File: src/rtl/sbr_pkg.sv
package sbr_pkg;
    localparam int BYTE_W = 8;
    localparam logic [7:0] READ_CMD = 8'h80;

    typedef enum logic [1:0] {
        CTL_IDLE  = 2'd0,
        CTL_BURST = 2'd1,
        CTL_DRAIN = 2'd2
    } ctl_state_e;
endpackage

File: src/rtl/sbr_edge_sync.sv
module sbr_edge_sync (
    input  logic clk,
    input  logic rst_n,
    input  logic async_in,
    output logic rise
);
    typedef struct packed {
        logic meta;
        logic sync;
        logic last;
    } sync_t;

    sync_t d, q;

    always_comb begin
        d      = q;
        d.meta = async_in;
        d.sync = q.meta;
        d.last = q.sync;
    end

    always_ff @(posedge clk or negedge rst_n) begin
        if (!rst_n) q <= '0;
        else        q <= d;
    end

    assign rise = q.sync & ~q.last;
endmodule

File: src/rtl/sbr_spi_burst.sv
module sbr_spi_burst #(
    parameter int          HALF_DIV = 2,
    parameter int          N_BYTES  = 32,
    parameter logic [7:0]  CMD      = 8'h80,
    localparam int         BIT_W    = $clog2(N_BYTES * 8),
    localparam int         IDX_W    = $clog2(N_BYTES),
    localparam int         DIV_W    = $clog2(HALF_DIV + 1)
) (
    input  logic             clk,
    input  logic             rst_n,
    input  logic             start,
    input  logic             miso,
    output logic             sclk,
    output logic             cs_n,
    output logic             mosi,
    output logic             byte_vld,
    output logic [7:0]       byte_data,
    output logic [IDX_W-1:0] byte_idx,
    output logic             done
);
    localparam int N_BITS = N_BYTES * 8;

    typedef struct packed {
        logic             active;
        logic             sclk;
        logic             mosi;
        logic [DIV_W-1:0] div_cnt;
        logic [BIT_W-1:0] bit_cnt;
        logic [6:0]       shreg;
    } spi_t;

    spi_t d, q;

    function automatic logic tx_bit(input logic [BIT_W-1:0] n);
        if (n < BIT_W'(8)) return CMD[3'd7 - n[2:0]];
        return 1'b0;
    endfunction

    always_comb begin
        d         = q;
        byte_vld  = 1'b0;
        byte_data = {q.shreg, miso};
        done      = 1'b0;
        if (!q.active) begin
            if (start) begin
                d.active  = 1'b1;
                d.sclk    = 1'b0;
                d.div_cnt = '0;
                d.bit_cnt = '0;
                d.mosi    = tx_bit('0);
            end
        end else if (q.div_cnt == DIV_W'(HALF_DIV - 1)) begin
            d.div_cnt = '0;
            if (!q.sclk) begin
                d.sclk  = 1'b1;
                d.shreg = {q.shreg[5:0], miso};
                if (q.bit_cnt[2:0] == 3'd7) byte_vld = 1'b1;
            end else begin
                d.sclk = 1'b0;
                if (q.bit_cnt == BIT_W'(N_BITS - 1)) begin
                    d.active = 1'b0;
                    d.mosi   = 1'b0;
                    done     = 1'b1;
                end else begin
                    d.bit_cnt = q.bit_cnt + 1'b1;
                    d.mosi    = tx_bit(q.bit_cnt + 1'b1);
                end
            end
        end else begin
            d.div_cnt = q.div_cnt + 1'b1;
        end
    end

    always_ff @(posedge clk or negedge rst_n) begin
        if (!rst_n) q <= '0;
        else        q <= d;
    end

    assign sclk     = q.sclk;
    assign cs_n     = ~q.active;
    assign mosi     = q.mosi;
    assign byte_idx = q.bit_cnt[BIT_W-1:3];
endmodule

File: src/rtl/sbr_frame_buf.sv
module sbr_frame_buf #(
    parameter int  N_CH       = 8,
    parameter int  WORD_BYTES = 4,
    parameter int  SAMPLE_W   = 32,
    localparam int N_BYTES    = N_CH * WORD_BYTES,
    localparam int IDX_W      = $clog2(N_BYTES),
    localparam int CH_W       = $clog2(N_CH),
    localparam int WORD_W     = WORD_BYTES * 8,
    localparam int RAW_W      = WORD_W - 8
) (
    input  logic                clk,
    input  logic                rst_n,
    input  logic                byte_vld,
    input  logic [7:0]          byte_data,
    input  logic [IDX_W-1:0]    byte_idx,
    input  logic                load,
    input  logic                out_ready,
    output logic                out_valid,
    output logic [CH_W-1:0]     out_chan,
    output logic [SAMPLE_W-1:0] out_data,
    output logic [7:0]          out_status,
    output logic                drained
);
    typedef struct packed {
        logic [N_BYTES-1:0][7:0] bytes;
        logic                    valid;
        logic [CH_W-1:0]         chan;
    } buf_t;

    buf_t d, q;
    logic [N_CH-1:0][WORD_W-1:0] word_w;
    logic [WORD_W-1:0]           cur_word;
    logic [RAW_W-1:0]            raw;

    for (genvar c = 0; c < N_CH; c++) begin : g_word
        for (genvar k = 0; k < WORD_BYTES; k++) begin : g_lane
            assign word_w[c][(WORD_BYTES-1-k)*8 +: 8] = q.bytes[c*WORD_BYTES + k];
        end
    end

    always_comb begin
        d       = q;
        drained = 1'b0;
        if (byte_vld) d.bytes[byte_idx] = byte_data;
        if (load) begin
            d.valid = 1'b1;
            d.chan  = '0;
        end else if (q.valid && out_ready) begin
            if (q.chan == CH_W'(N_CH - 1)) begin
                d.valid = 1'b0;
                drained = 1'b1;
            end else begin
                d.chan = q.chan + 1'b1;
            end
        end
    end

    always_ff @(posedge clk or negedge rst_n) begin
        if (!rst_n) q <= '0;
        else        q <= d;
    end

    assign cur_word   = word_w[q.chan];
    assign raw        = cur_word[WORD_W-1:8];
    assign out_valid  = q.valid;
    assign out_chan   = q.chan;
    assign out_data   = {{(SAMPLE_W-RAW_W){raw[RAW_W-1]}}, raw};
    assign out_status = cur_word[7:0];
endmodule

File: src/rtl/sample_burst_reader.sv
module sample_burst_reader #(
    parameter int  N_CH       = 8,
    parameter int  WORD_BYTES = 4,
    parameter int  HALF_DIV   = 2,
    parameter int  SAMPLE_W   = 32,
    parameter int  STAMP_W    = 32,
    parameter int  OVR_W      = 8,
    localparam int N_BYTES    = N_CH * WORD_BYTES,
    localparam int IDX_W      = $clog2(N_BYTES),
    localparam int CH_W       = $clog2(N_CH)
) (
    input  logic                clk,
    input  logic                rst_n,
    input  logic                stream_en,
    input  logic                conv_ready,
    output logic                spi_sclk,
    output logic                spi_cs_n,
    output logic                spi_mosi,
    input  logic                spi_miso,
    output logic                smp_valid,
    input  logic                smp_ready,
    output logic [CH_W-1:0]     smp_chan,
    output logic [SAMPLE_W-1:0] smp_data,
    output logic [7:0]          smp_status,
    output logic [STAMP_W-1:0]  smp_stamp,
    output logic [OVR_W-1:0]    overrun_cnt
);
    import sbr_pkg::*;

    typedef struct packed {
        ctl_state_e         state;
        logic [STAMP_W-1:0] stamp_cnt;
        logic [STAMP_W-1:0] stamp_lat;
        logic [OVR_W-1:0]   ovr;
    } ctl_t;

    ctl_t d, q;

    logic             evt_rise;
    logic             accept;
    logic             burst_done;
    logic             drained;
    logic             byte_vld;
    logic [7:0]       byte_data;
    logic [IDX_W-1:0] byte_idx;

    sbr_edge_sync u_sync (
        .clk      (clk),
        .rst_n    (rst_n),
        .async_in (conv_ready),
        .rise     (evt_rise)
    );

    always_comb begin
        d           = q;
        accept      = 1'b0;
        d.stamp_cnt = q.stamp_cnt + 1'b1;
        if (evt_rise && stream_en) begin
            if (q.state == CTL_IDLE) begin
                accept      = 1'b1;
                d.stamp_lat = q.stamp_cnt;
                d.state     = CTL_BURST;
            end else if (q.ovr != {OVR_W{1'b1}}) begin
                d.ovr = q.ovr + 1'b1;
            end
        end
        case (q.state)
            CTL_BURST: if (burst_done) d.state = CTL_DRAIN;
            CTL_DRAIN: if (drained)    d.state = CTL_IDLE;
            default: ;
        endcase
    end

    always_ff @(posedge clk or negedge rst_n) begin
        if (!rst_n) begin
            q       <= '0;
            q.state <= CTL_IDLE;
        end else begin
            q <= d;
        end
    end

    sbr_spi_burst #(
        .HALF_DIV (HALF_DIV),
        .N_BYTES  (N_BYTES),
        .CMD      (READ_CMD)
    ) u_spi (
        .clk       (clk),
        .rst_n     (rst_n),
        .start     (accept),
        .miso      (spi_miso),
        .sclk      (spi_sclk),
        .cs_n      (spi_cs_n),
        .mosi      (spi_mosi),
        .byte_vld  (byte_vld),
        .byte_data (byte_data),
        .byte_idx  (byte_idx),
        .done      (burst_done)
    );

    sbr_frame_buf #(
        .N_CH       (N_CH),
        .WORD_BYTES (WORD_BYTES),
        .SAMPLE_W   (SAMPLE_W)
    ) u_buf (
        .clk        (clk),
        .rst_n      (rst_n),
        .byte_vld   (byte_vld),
        .byte_data  (byte_data),
        .byte_idx   (byte_idx),
        .load       (burst_done),
        .out_ready  (smp_ready),
        .out_valid  (smp_valid),
        .out_chan   (smp_chan),
        .out_data   (smp_data),
        .out_status (smp_status),
        .drained    (drained)
    );

    assign smp_stamp   = q.stamp_lat;
    assign overrun_cnt = q.ovr;
endmodule

File: config.mk
export PLATFORM = sky130hd
export DESIGN_NAME = sample_burst_reader
export DESIGN_NICKNAME = d
export VERILOG_FILES = /design/src/rtl/sbr_pkg.sv /design/src/rtl/sbr_edge_sync.sv /design/src/rtl/sbr_spi_burst.sv /design/src/rtl/sbr_frame_buf.sv /design/src/rtl/sample_burst_reader.sv
export SDC_FILE = /design/constraint.sdc
export NUM_CORES = 1
export LEC_CHECK = 0
export CAP_MARGIN = 40
export CORE_ASPECT_RATIO = 0.7
export CORE_MARGIN = 8
export CORE_UTILIZATION = 60
export DETAILED_ROUTE_END_ITERATION = 8
export HOLD_SLACK_MARGIN = 0.06
export PLACE_DENSITY = 0.83
export SLEW_MARGIN = 20
export SYNTH_ARGS = -nofsm -noshare
export SYNTH_HDL_FRONTEND = slang
export SYNTH_SLANG_ARGS = --single-unit
File: constraint.sdc
create_clock -name clk -period 4.1 [get_ports clk]
set_input_delay 0.41 -clock clk [delete_from_list [all_inputs] [get_ports clk]]
set_output_delay 0.41 -clock clk [all_outputs]
set_load 0.02 [all_outputs]
==> results_dict.tcl <==
set metrics [dict create \
    hold_depth 1 \
    slowest_delay_ns 0.67 \
    skew_ns 0.01032 \
    nets 1163 \
    drt_iter0_markers 681 \
    cap_violations 0 \
    gp_congestion 0.8872 \
    status "finished, final reports clean" \
    antenna_left 0 \
    power_uw 7338 \
    tightestPinTransition_ns 0.6954 \
    cts_sinks 357 \
    cts.clk_slew.worst_paths_ns 0.06 \
    yosysSeqAreaShare_pct 54.36 \
    synth_edf_count 0 \
    post-synth-top-count-cell "dfrtp_1" \
    ir_drop_uv 233.0 \
    switching_share_pct 22.21 \
    wl_met3_mm 1.453 \
    max_freq_mhz 292.9 \
    p_switching_uw 1630 \
    diodes 0 \
    grt_overflow_total 0 \
    critPathCaptureType "output port" \
    root_buffer "clkbuf_16" \
    reg2reg_depth 6 \
    io_pins 93 \
    synth_area_mm2 0.01643 \
    synthTopCellsByArea "dfrtp_1 (54%), mux2_2 (22%), mux4_2 (8.8%), buf_4 (2.4%), xnor2_1 (1.3%)" \
    cts_made_buffers 35 \
    crit_path_cell_trace "buf_4 > mux4_2 > mux2_2 > clkdlybuf4s50_1" \
    wl_met2_mm 16.40 \
    vias_per_cell 6.055 \
    postCtsResizedCells 0 \
    grt_max_degree 134 \
    worstSetupPathType "flip-flop to output port" \
    combinationalPowerShare_pct 5.3 \
    worstPathMaxFanout 19 \
    layout-drive-gt1-share_pct 43.39 \
    hold_violations 0 \
    ys_async_sr_fraction_pct 100.0 \
    syn_to_final_growth_pct 13.68 \
    routed_wl_mm 34.38 \
    syn_nets 1123 \
    wl_met1_mm 15.86 \
    fillers 1715 \
    critPathRequiredTime_ns 3.69 \
    start_util_pct 61.24 \
    die_w_um 213.8 \
    power.density_mw_per_mm2 392.8 \
    drt_first_pass_iters 5 \
    critPathLaunchType "flip-flop" \
    fin_crit_sh_pct 83.28 \
    synth-seq-cells 357 \
    ctsLongestPathBuffers 3 \
    io_buffers 92 \
    holdCritPathClass "input pin to flip-flop" \
    seqPwrFrac_pct 49.6 \
    syn_area_per_cell_um2 14.83 \
    yosysTopAreaCellShare_pct 54.36 \
    p_int_uw 5709 \
    gr-usage-all-layers_pct 21.36 \
    pwr-share-clk_pct 45.1 \
    core_area_mm2 0.02684 \
    dpl.hpwl_mm 21.85 \
    post-route-min-period_ns 3.414 \
    slew-limit-headroom_pct 53.33 \
    synth_common_cells "dfrtp_1 (357), mux2_2 (325), mux4_2 (64), buf_4 (53), clkbuf_1 (38)" \
    crit_path_top_delay_cell "dfrtp_4" \
    insertion_delay_ns 0.52 \
    die-area_mm2 0.03303 \
    fp-row-count 50 \
    drv_slew 0 \
    synth_top_area_cell "dfrtp_1" \
    worstPathArrival_ns 3.00 \
    grt_first_pass_wirelength_mm 56.03 \
    highest-signal-layer "met4" \
    vias 9307 \
    grt_pass1_vias 9906 \
    cts_tree "done" \
    drc 0 \
    syn_inst 1108 \
    tns_ns 0 \
    ys.flop_type "dfrtp_1" \
    yosysWarnings 0 \
    power_leakage_uw 0.008628 \
    antenna_found_initial 0 \
    rsz0062_at_grt "no" \
    cts_max_level 2 \
    wl_per_cell_um 22.37 \
    synthDistinctLibCells 48 \
    die_h_um 154.5 \
    setup_violations 0 \
]
-- stage by stage --
step | instance area (um^2) | cells | hold WS, ns | utilization, % | worst slack, ns
4_1_cts | 18660 | 1536 | 0.3538 | 69.51 | 0.6021
3_5_place_dp | 17460 | 1473 | 0.3580 | 65.06 | 1.166
3_3_place_gp | 17320 | 1464 | 0.3381 | 64.55 | 1.195
6_report | 18680 | 1537 | 0.3548 | 69.61 | 0.6856
2_1_floorplan | 16430 | 1108 | 0.1144 | - | 1.697
5_1_grt | 18680 | 1537 | 0.3513 | 69.61 | 0.5100
-- metal layers --
layer / track usage, % / vias to the layer above
li1: - / 4077
met1: 31.08 / 4994
met2: 33.11 / 178
met3: 3.876 / 58
met4: 5.145 / 0
met5: 0 / -
-- registers in the layout (all words and copies together) (netlist names) --
register,cells
q,34
overrun_cnt,8
u_sync.q,1
u_spi.mosi,1
u_spi.byte_data,7
u_spi.byte_idx,5
u_buf.q,256
smp_stamp,32
u_buf.out_valid,1
u_spi.sclk,1
u_sync.d,2
u_spi.q,6
u_buf.out_chan,3
-- timing repair --
item | 4_1_cts | 5_1_grt
hold buffers | 1 | 0
endpoints found under the hold margin | 3 | 0
buffers inserted | 0 | 0
-- critical path, delay by kind of cell, from the launching register on --
kind | cells | cell delay (ns)
DFF | 1 | 0.67
muxes | 2 | 0.89
buffers and inverters | 2 | 0.92
-- cells by family (layout without fill, tap and decap cells) --
| family | after synthesis | count (layout) | share of synthesized area (%) |
|---|---|---|---|
| mux | 393 | 393 | 31.28 |
| flops | 357 | 357 | 54.36 |
| simple gates | 154 | 154 | 6.037 |
| buf+inv | 121 | 186 | 4.050 |
| xor+xnor | 40 | 40 | 2.132 |
| compound gates | 34 | 34 | 1.454 |
| fa+ha+maj | 9 | 9 | 0.6852 |
-- final cells by class --
class | count | area (um^2) | area share [%]
Timing Repair Buffer | 113 | 1226 | 6.563
Clock inverter | 11 | 136.4 | 0.7300
Sequential cell | 357 | 8940 | 47.85
Inverter | 11 | 41.29 | 0.2210
Clock buffer | 51 | 1049 | 5.612
Tap cell | 364 | 455.4 | 2.438
Multi-Input combinational cell | 630 | 6835 | 36.59
-- power by group through the flow --
stage / Sequential (uW) / Combinational [uW] / Clock (uW)
6_report: 3640 / 391 / 3310
5_1_grt: 3650 / 430 / 3510
4_1_cts: 3640 / 395 / 3370
3_5_place_dp: 3700 / 391 / 0
3_3_place_gp: 3720 / 355 / 0
2_1_floorplan: 3680 / 246 / 0
-- path summary, 6_finish.rpt --
check / start / end / slack [ns]
min in group asynchronous: rst_n / overrun_cnt[6]$_DFFE_PN0P_ / 0.37
max in group asynchronous: rst_n / u_buf.q[245]$_DFFE_PN0P_ / 2.49
setup reg to reg: u_spi.q[7]$_DFFE_PN0P_ / u_buf.q[217]$_DFFE_PN0P_ / 1.07
hold / removal: conv_ready / u_sync.d[1]$_DFF_PN0_ / 0.35
setup / recovery: u_buf.out_chan[0]$_DFFE_PN0P_ / smp_data[29] / 0.69
hold reg to reg: u_sync.d[1]$_DFF_PN0_ / u_sync.d[0]$_DFF_PN0_ / 0.37
-- cell usage in the layout, fill, tap and decap left out, types with 11 or more instances in the layout --
| cell | n |
|---|---|
| and3_1 | 13 |
| clkbuf_16 | 37 |
| clkdlybuf4s50_1 | 90 |
| dfrtp_1 | 354 |
| inv_1 | 11 |
| mux2_2 | 325 |
| mux4_2 | 64 |
| nand2_1 | 22 |
| nand3_1 | 25 |
| nand4_1 | 11 |
| nor2_1 | 15 |
| nor2_2 | 15 |
| nor2_4 | 17 |
| xnor2_1 | 24 |
| xor2_1 | 16 |
No activity file was read; power rests on OpenSTA's default activity.
